==> src/rtl/fim_pkg.sv <==
package fim_pkg;

  // What the slot tracker sees on a given edge
  typedef enum logic [1:0] {
    SLOT_IDLE   = 2'd0,
    SLOT_OPEN   = 2'd1,
    SLOT_CLOSE  = 2'd2,
    SLOT_SWITCH = 2'd3
  } slot_evt_e;

endpackage

==> src/rtl/fim_compare.sv <==
// Registers the bus comparison together with the scheduler strobe and number,
// so every downstream decision uses values sampled on one edge.
module fim_compare #(
  parameter int DATA_W = 16,
  parameter int ID_W   = 6
) (
  input  logic              clk,
  input  logic              rst_n,
  input  logic [DATA_W-1:0] golden_i,
  input  logic [DATA_W-1:0] faulty_i,
  input  logic [ID_W-1:0]   id_i,
  input  logic              active_i,
  output logic              mism_q_o,
  output logic              active_q_o,
  output logic [ID_W-1:0]   id_q_o,
  output logic              match_o
);

  logic diff;
  assign diff = |(golden_i ^ faulty_i);

  always_ff @(posedge clk) begin
    if (!rst_n) begin
      mism_q_o   <= 1'b0;
      active_q_o <= 1'b0;
      id_q_o     <= '0;
    end else begin
      mism_q_o   <= diff;
      active_q_o <= active_i;
      id_q_o     <= id_i;
    end
  end

  assign match_o = ~mism_q_o;

endmodule

==> src/rtl/fim_slot_tracker.sv <==
// Follows one fault slot at a time: detection, latency, map and counters.
module fim_slot_tracker
  import fim_pkg::*;
#(
  parameter int NUM_FAULTS = 64,
  parameter int ID_W       = 6,
  parameter int LAT_W      = 8,
  parameter int CNT_W      = 16
) (
  input  logic                  clk,
  input  logic                  rst_n,
  input  logic                  mism_i,
  input  logic                  active_i,
  input  logic [ID_W-1:0]       id_i,
  output logic                  push_o,
  output logic [ID_W-1:0]       push_id_o,
  output logic                  push_det_o,
  output logic [LAT_W-1:0]      push_lat_o,
  output logic [NUM_FAULTS-1:0] det_map_o,
  output logic [CNT_W-1:0]      total_cnt_o,
  output logic [CNT_W-1:0]      det_cnt_o
);

  localparam logic [LAT_W-1:0] LAT_MAX = {LAT_W{1'b1}};

  logic             open_q;
  logic [ID_W-1:0]  cur_id_q;
  logic             det_q;
  logic [LAT_W-1:0] lat_q;
  logic [NUM_FAULTS-1:0] map_q;
  logic [NUM_FAULTS-1:0] map_set;
  logic [CNT_W-1:0] total_q;
  logic [CNT_W-1:0] detc_q;

  logic      id_change;
  slot_evt_e evt;
  logic      closing;
  logic      starting;
  logic      running;
  logic      hit_new;
  logic      hit_run;
  logic [LAT_W-1:0] lat_inc;

  assign id_change = open_q && active_i && (id_i != cur_id_q);

  always_comb begin
    if (id_change)                evt = SLOT_SWITCH;
    else if (active_i && !open_q) evt = SLOT_OPEN;
    else if (!active_i && open_q) evt = SLOT_CLOSE;
    else                          evt = SLOT_IDLE;
  end

  assign closing  = (evt == SLOT_CLOSE) || (evt == SLOT_SWITCH);
  assign starting = (evt == SLOT_OPEN)  || (evt == SLOT_SWITCH);
  assign running  = (evt == SLOT_IDLE) && open_q && active_i;
  assign hit_new  = starting && mism_i;
  assign hit_run  = running && !det_q && mism_i;
  assign lat_inc  = (lat_q == LAT_MAX) ? lat_q : lat_q + 1'b1;

  always_ff @(posedge clk) begin
    if (!rst_n) begin
      open_q   <= 1'b0;
      cur_id_q <= '0;
      det_q    <= 1'b0;
      lat_q    <= '0;
    end else if (starting) begin
      open_q   <= 1'b1;
      cur_id_q <= id_i;
      det_q    <= mism_i;
      lat_q    <= '0;
    end else if (running) begin
      if (!det_q) begin
        lat_q <= lat_inc;
        det_q <= mism_i;
      end
    end else if (!active_i) begin
      open_q <= 1'b0;
    end
  end

  // Sticky detection map, one set term per fault number
  for (genvar gi = 0; gi < NUM_FAULTS; gi++) begin : g_map
    assign map_set[gi] = (hit_new && (id_i == ID_W'(gi))) ||
                         (hit_run && (cur_id_q == ID_W'(gi)));
  end

  always_ff @(posedge clk) begin
    if (!rst_n) begin
      map_q   <= '0;
      total_q <= '0;
      detc_q  <= '0;
    end else begin
      map_q <= map_q | map_set;
      if (closing) begin
        total_q <= total_q + 1'b1;
        if (det_q) detc_q <= detc_q + 1'b1;
      end
    end
  end

  assign push_o      = closing;
  assign push_id_o   = cur_id_q;
  assign push_det_o  = det_q;
  assign push_lat_o  = det_q ? lat_q : LAT_MAX;
  assign det_map_o   = map_q;
  assign total_cnt_o = total_q;
  assign det_cnt_o   = detc_q;

endmodule

==> src/rtl/fim_result_queue.sv <==
// Small circular queue feeding the result stream; drops on full.
module fim_result_queue #(
  parameter int W     = 15,
  parameter int DEPTH = 2
) (
  input  logic         clk,
  input  logic         rst_n,
  input  logic         push_i,
  input  logic [W-1:0] push_data_i,
  output logic         out_valid_o,
  input  logic         out_ready_i,
  output logic [W-1:0] out_data_o
);

  localparam int PTR_W = (DEPTH > 1) ? $clog2(DEPTH) : 1;
  localparam int CNT_W = $clog2(DEPTH + 1);
  localparam logic [PTR_W-1:0] LAST = PTR_W'(DEPTH - 1);

  logic [W-1:0]     mem [DEPTH];
  logic [PTR_W-1:0] wr_q;
  logic [PTR_W-1:0] rd_q;
  logic [CNT_W-1:0] cnt_q;
  logic             full;
  logic             pop;
  logic             take;

  assign full = (cnt_q == CNT_W'(DEPTH));
  assign pop  = out_valid_o && out_ready_i;
  assign take = push_i && (!full || pop);

  always_ff @(posedge clk) begin
    if (take) mem[wr_q] <= push_data_i;
  end

  always_ff @(posedge clk) begin
    if (!rst_n) begin
      wr_q  <= '0;
      rd_q  <= '0;
      cnt_q <= '0;
    end else begin
      if (take) wr_q <= (wr_q == LAST) ? '0 : wr_q + 1'b1;
      if (pop)  rd_q <= (rd_q == LAST) ? '0 : rd_q + 1'b1;
      if (take && !pop)      cnt_q <= cnt_q + 1'b1;
      else if (pop && !take) cnt_q <= cnt_q - 1'b1;
    end
  end

  assign out_valid_o = (cnt_q != '0);
  assign out_data_o  = mem[rd_q];

endmodule

==> src/rtl/fault_response_monitor.sv <==
module fault_response_monitor #(
  parameter int DATA_W     = 16,
  parameter int NUM_FAULTS = 64,
  parameter int LAT_W      = 8,
  parameter int CNT_W      = 16,
  parameter int RES_DEPTH  = 2,
  localparam int ID_W      = $clog2(NUM_FAULTS)
) (
  input  logic                  clk,
  input  logic                  rst_n,
  input  logic [DATA_W-1:0]     golden_i,
  input  logic [DATA_W-1:0]     faulty_i,
  input  logic [ID_W-1:0]       fault_id_i,
  input  logic                  fault_active_i,
  output logic                  match_o,
  output logic                  res_valid_o,
  input  logic                  res_ready_i,
  output logic [ID_W-1:0]       res_id_o,
  output logic                  res_detected_o,
  output logic [LAT_W-1:0]      res_latency_o,
  output logic [NUM_FAULTS-1:0] det_map_o,
  output logic [CNT_W-1:0]      total_count_o,
  output logic [CNT_W-1:0]      det_count_o
);

  localparam int REC_W = ID_W + 1 + LAT_W;

  logic             mism_q;
  logic             act_q;
  logic [ID_W-1:0]  id_q;
  logic             push;
  logic [ID_W-1:0]  push_id;
  logic             push_det;
  logic [LAT_W-1:0] push_lat;
  logic [REC_W-1:0] rec_out;

  fim_compare #(.DATA_W(DATA_W), .ID_W(ID_W)) u_cmp (
    .clk(clk), .rst_n(rst_n),
    .golden_i(golden_i), .faulty_i(faulty_i),
    .id_i(fault_id_i), .active_i(fault_active_i),
    .mism_q_o(mism_q), .active_q_o(act_q), .id_q_o(id_q),
    .match_o(match_o)
  );

  fim_slot_tracker #(
    .NUM_FAULTS(NUM_FAULTS), .ID_W(ID_W), .LAT_W(LAT_W), .CNT_W(CNT_W)
  ) u_trk (
    .clk(clk), .rst_n(rst_n),
    .mism_i(mism_q), .active_i(act_q), .id_i(id_q),
    .push_o(push), .push_id_o(push_id), .push_det_o(push_det),
    .push_lat_o(push_lat), .det_map_o(det_map_o),
    .total_cnt_o(total_count_o), .det_cnt_o(det_count_o)
  );

  fim_result_queue #(.W(REC_W), .DEPTH(RES_DEPTH)) u_q (
    .clk(clk), .rst_n(rst_n),
    .push_i(push), .push_data_i({push_id, push_det, push_lat}),
    .out_valid_o(res_valid_o), .out_ready_i(res_ready_i),
    .out_data_o(rec_out)
  );

  assign {res_id_o, res_detected_o, res_latency_o} = rec_out;

endmodule

==> config.mk <==
export PLATFORM = sky130hd
export DESIGN_NAME = fault_response_monitor
export DESIGN_NICKNAME = d
export VERILOG_FILES = /design/src/rtl/fim_pkg.sv /design/src/rtl/fim_compare.sv /design/src/rtl/fim_slot_tracker.sv /design/src/rtl/fim_result_queue.sv /design/src/rtl/fault_response_monitor.sv
export SDC_FILE = /design/constraint.sdc
export NUM_CORES = 1
export LEC_CHECK = 0
export BUFFER_PORTS_ARGS = -buffer_cell sky130_fd_sc_hd__buf_2
export CORE_MARGIN = 2
export CORE_UTILIZATION = 58
export CTS_CLUSTER_DIAMETER = 150
export DETAILED_ROUTE_END_ITERATION = 8
export PLACE_DENSITY = 0.92
export SLEW_MARGIN = 20
export SYNTH_ARGS = -nofsm -noshare
export SYNTH_HDL_FRONTEND = slang
export SYNTH_HIERARCHICAL = 1
export SYNTH_SLANG_ARGS = --single-unit
==> constraint.sdc <==
create_clock -name clk -period 5.6 [get_ports clk]
set_input_delay 0.56 -clock clk [delete_from_list [all_inputs] [get_ports clk]]
set_output_delay 0.56 -clock clk [all_outputs]
set_load 0.01 [all_outputs]
==> impl_metrics.tcl <==
set metrics [dict create \
    grt_max_degree 69 \
    fin_crit_sh_pct 56.94 \
    avgRoutedWirePerCell_um 19.11 \
    place.port_buffers 154 \
    gp_congestion 0.8412 \
    synth_fp_nets 699 \
    die-area_um2 12310 \
    areaGrowthSynthToFinish_pct 21.21 \
    pwr_density_cell_nw_per_um2 327.4 \
    cts-root-buf "clkbuf_16" \
    p_leak_nw 3.107 \
    yosysUniqueCellTypes 54 \
    nets 835 \
    timing.fmax_mhz 313.6 \
    fin_ws_ns 2.411 \
    synth_edf_count 30 \
    finalPower_mw 2.633 \
    numCtsBuffers 17 \
    met1_usage_pct 36.85 \
    worst_ir_drop_vdd_v 0.0001806 \
    ys_ff_latch 155 \
    io_pins 155 \
    crit_chain "xnor2_1, nand3_1, o21ai_0, inv_1, a21boi_2, ha_1, or3_1, a21boi_1" \
    cts.sinks 155 \
    mostFrequentLayoutCell "buf_2" \
    finalSetupViolCount 0 \
    grt_overflow 0 \
    synth.avg_cell_area_um2 10.16 \
    ctsLongestPathBuffers 2 \
    ys_warn_count 6 \
    skew_ns 0.01224 \
    cp_max_fo 18 \
    viasPerCell 6.296 \
    dp_cells 913 \
    synth.yosys.seq_area_share_pct 51.29 \
    finalHoldViolCount 0 \
    cts_tree "done" \
    crit_type "reg -> reg" \
    slew_headroom_pct 37.06 \
    tns_ns 0 \
    clock_latency_ns 0.42 \
    slew_viol_final 0 \
    cts_resized 0 \
    antenna_cells 0 \
    clk_pin_slew_ns 0.06 \
    hp-class "in -> reg" \
    synthCells 653 \
    initial_core_util_pct 58.86 \
    critPathMaxStageDelay_ns 0.63 \
    rsz0062_at_grt "false" \
    ctsHoldBuffers 0 \
    status "completed" \
    top_usage_layer "met2" \
    slowest_stage "o21ai_0" \
    final_util_pct 71.35 \
    period_minus_slack_ns 3.189 \
    cp.required_ns 5.95 \
    final_cells 945 \
    synthFlopType "dfxtp_1" \
    routed_wl_um 18060 \
    crit_path_end_kind "flip-flop" \
    core_area_um2 11270 \
    post-dp-hpwl_um 11540 \
    drc 0 \
    layout_common_cells "buf_2, dfxtp_1, nand2_1" \
    syn_area_um2 6635 \
    grtUsageMet3_pct 6.998 \
    arrival_ns 3.54 \
    postCtsSetupBuffers 0 \
    grt_usage_pct 29.36 \
    drive_gt1_share_pct 26.68 \
    whs_ns 0.3432 \
    grt_pass1_vias 5957 \
    crit_path_start_kind "flip-flop" \
    worst_pin_slew_ns 0.9413 \
    num_rows 39 \
    maxCapViolCount 0 \
    dieHeight_um 111.0 \
    first_iter_violations 736 \
    grt_pass1_wl_um 29120 \
    die_x_um 111.0 \
    fin_area_um2 8043 \
    dp_slack_ns 2.615 \
    dpl-instance-area_um2 7417 \
    synthArstFlopShare_pct 0 \
    n_fill_cell 748 \
    groute.layer.met2.usage_pct 47.65 \
    antenna_found_initial 0 \
    via_count 5950 \
    dr.pass1.iters 6 \
    ant_nets 0 \
    ctsHtreeMaxLevel 4 \
]
==> cell usage after synthesis, types with 2 or more instances <==
cell	count	area, µm²
o21ai_1	2	10.01
a21boi_0	7	52.55
and2_1	31	193.9
nor2b_1	12	75.07
or3_1	8	50.05
nand4_1	17	106.4
or4b_1	2	20.02
nor3_1	6	30.03
clkbuf_1	20	75.07
buf_2	11	55.05
nand2_1	107	401.6
mux2i_1	11	110.1
buf_1	2	7.510
o21ai_0	13	65.06
and3_1	7	43.79
ha_1	4	50.05
o221ai_1	61	534.3
o31ai_1	3	22.52
or4_1	2	15.01
edfxtp_1	30	900.9
o211ai_1	10	75.07
dfxtp_1	125	2502
nand2b_1	11	68.82
o21a_1	10	75.07
buf_4	2	15.01
o221ai_2	3	45.04
inv_1	7	26.28
nand3_1	21	105.1
nor3b_1	2	15.01
nor4_1	2	12.51
and4_1	2	17.52
mux2_2	15	168.9
o2111ai_1	5	43.79
xnor2_1	42	367.9
and3b_1	2	17.52
buf_6	2	22.52
nor2_1	19	71.32
==> flip-flops by register name (all words and copies together), names as in the netlist, named ones only <==
register and cells:
u_q/wr_q 1, u_trk/det_map_o 64, u_q/mem 30, u_cmp/active_q_o 1, u_trk/total_cnt_o 16, u_cmp/mism_q_o 1
u_trk/push_id_o 6, u_trk/open_q 1, u_trk/lat_q 8, u_q/rd_q 1, u_q/cnt_q 2, u_trk/det_cnt_o 16
u_trk/push_det_o 1, u_cmp/id_q_o 6
==> power breakdown <==
| part | internal, mW | switching, mW | leakage, nW |
|---|---|---|---|
| registers | 1.16 | 0.0420 | 1.27 |
| clock network | 0.743 | 0.459 | 0.306 |
| logic | 0.108 | 0.121 | 1.53 |
| total | 2.01 | 0.622 | 3.11 |
==> cells by family (layout without fill, tap and decap cells) <==
family / after synthesis / in the layout / synth area share, %
and+or+nand+nor: 259 / 259 / 20.01
DFF: 155 / 155 / 51.29
AOI/OAI and AO/OA: 120 / 120 / 14.71
buffers and inverters: 45 / 194 / 3.111
xor gates and xnor gates: 44 / 44 / 5.921
muxes: 26 / 26 / 4.205
adders and majority gates: 4 / 4 / 0.7543
==> cell type report <==
type | instances | area (µm²) | area share, %
Inverter | 7 | 26.28 | 0.3267
Multi-Input combinational cell | 453 | 3028 | 37.65
Clock buffer | 20 | 467.9 | 5.818
Tap cell | 143 | 178.9 | 2.225
Sequential cell | 155 | 3403 | 42.31
Timing Repair Buffer | 155 | 780.7 | 9.708
Clock inverter | 12 | 157.7 | 1.960
==> worst max-delay path, delay by kind of cell (launching register included) <==
| family | cells | cell delay (ns) |
|---|---|---|
| AOI/OAI and AO/OA | 3 | 0.97 |
| and+or+nand+nor | 2 | 0.94 |
| DFF | 1 | 0.57 |
| adders and majority gates | 1 | 0.33 |
| xor gates and xnor gates | 1 | 0.24 |
| buffers and inverters | 1 | 0.07 |
==> per-layer routing <==
layer,vias to the layer above,part of all wire [%]
met5,-,0
met4,0,3.6
met3,82,9.6
met2,403,48
met1,2796,39
li1,2669,-
==> path summary, 6_finish.rpt <==
check	slack, ns	from	depth (start not counted)	end
worst min register to register	0.46	u_trk/det_map_o[42]	2	u_trk/det_map_o[42]
worst min-delay path	0.34	fault_id_i[2]	2	u_cmp/id_q_o[2]
worst max register to register	2.41	u_trk/push_id_o[0]	8	u_q/cnt_q[1]
worst max-delay path	2.41	u_trk/push_id_o[0]	8	u_q/cnt_q[1]
No activity file was read; power rests on OpenSTA's default activity.
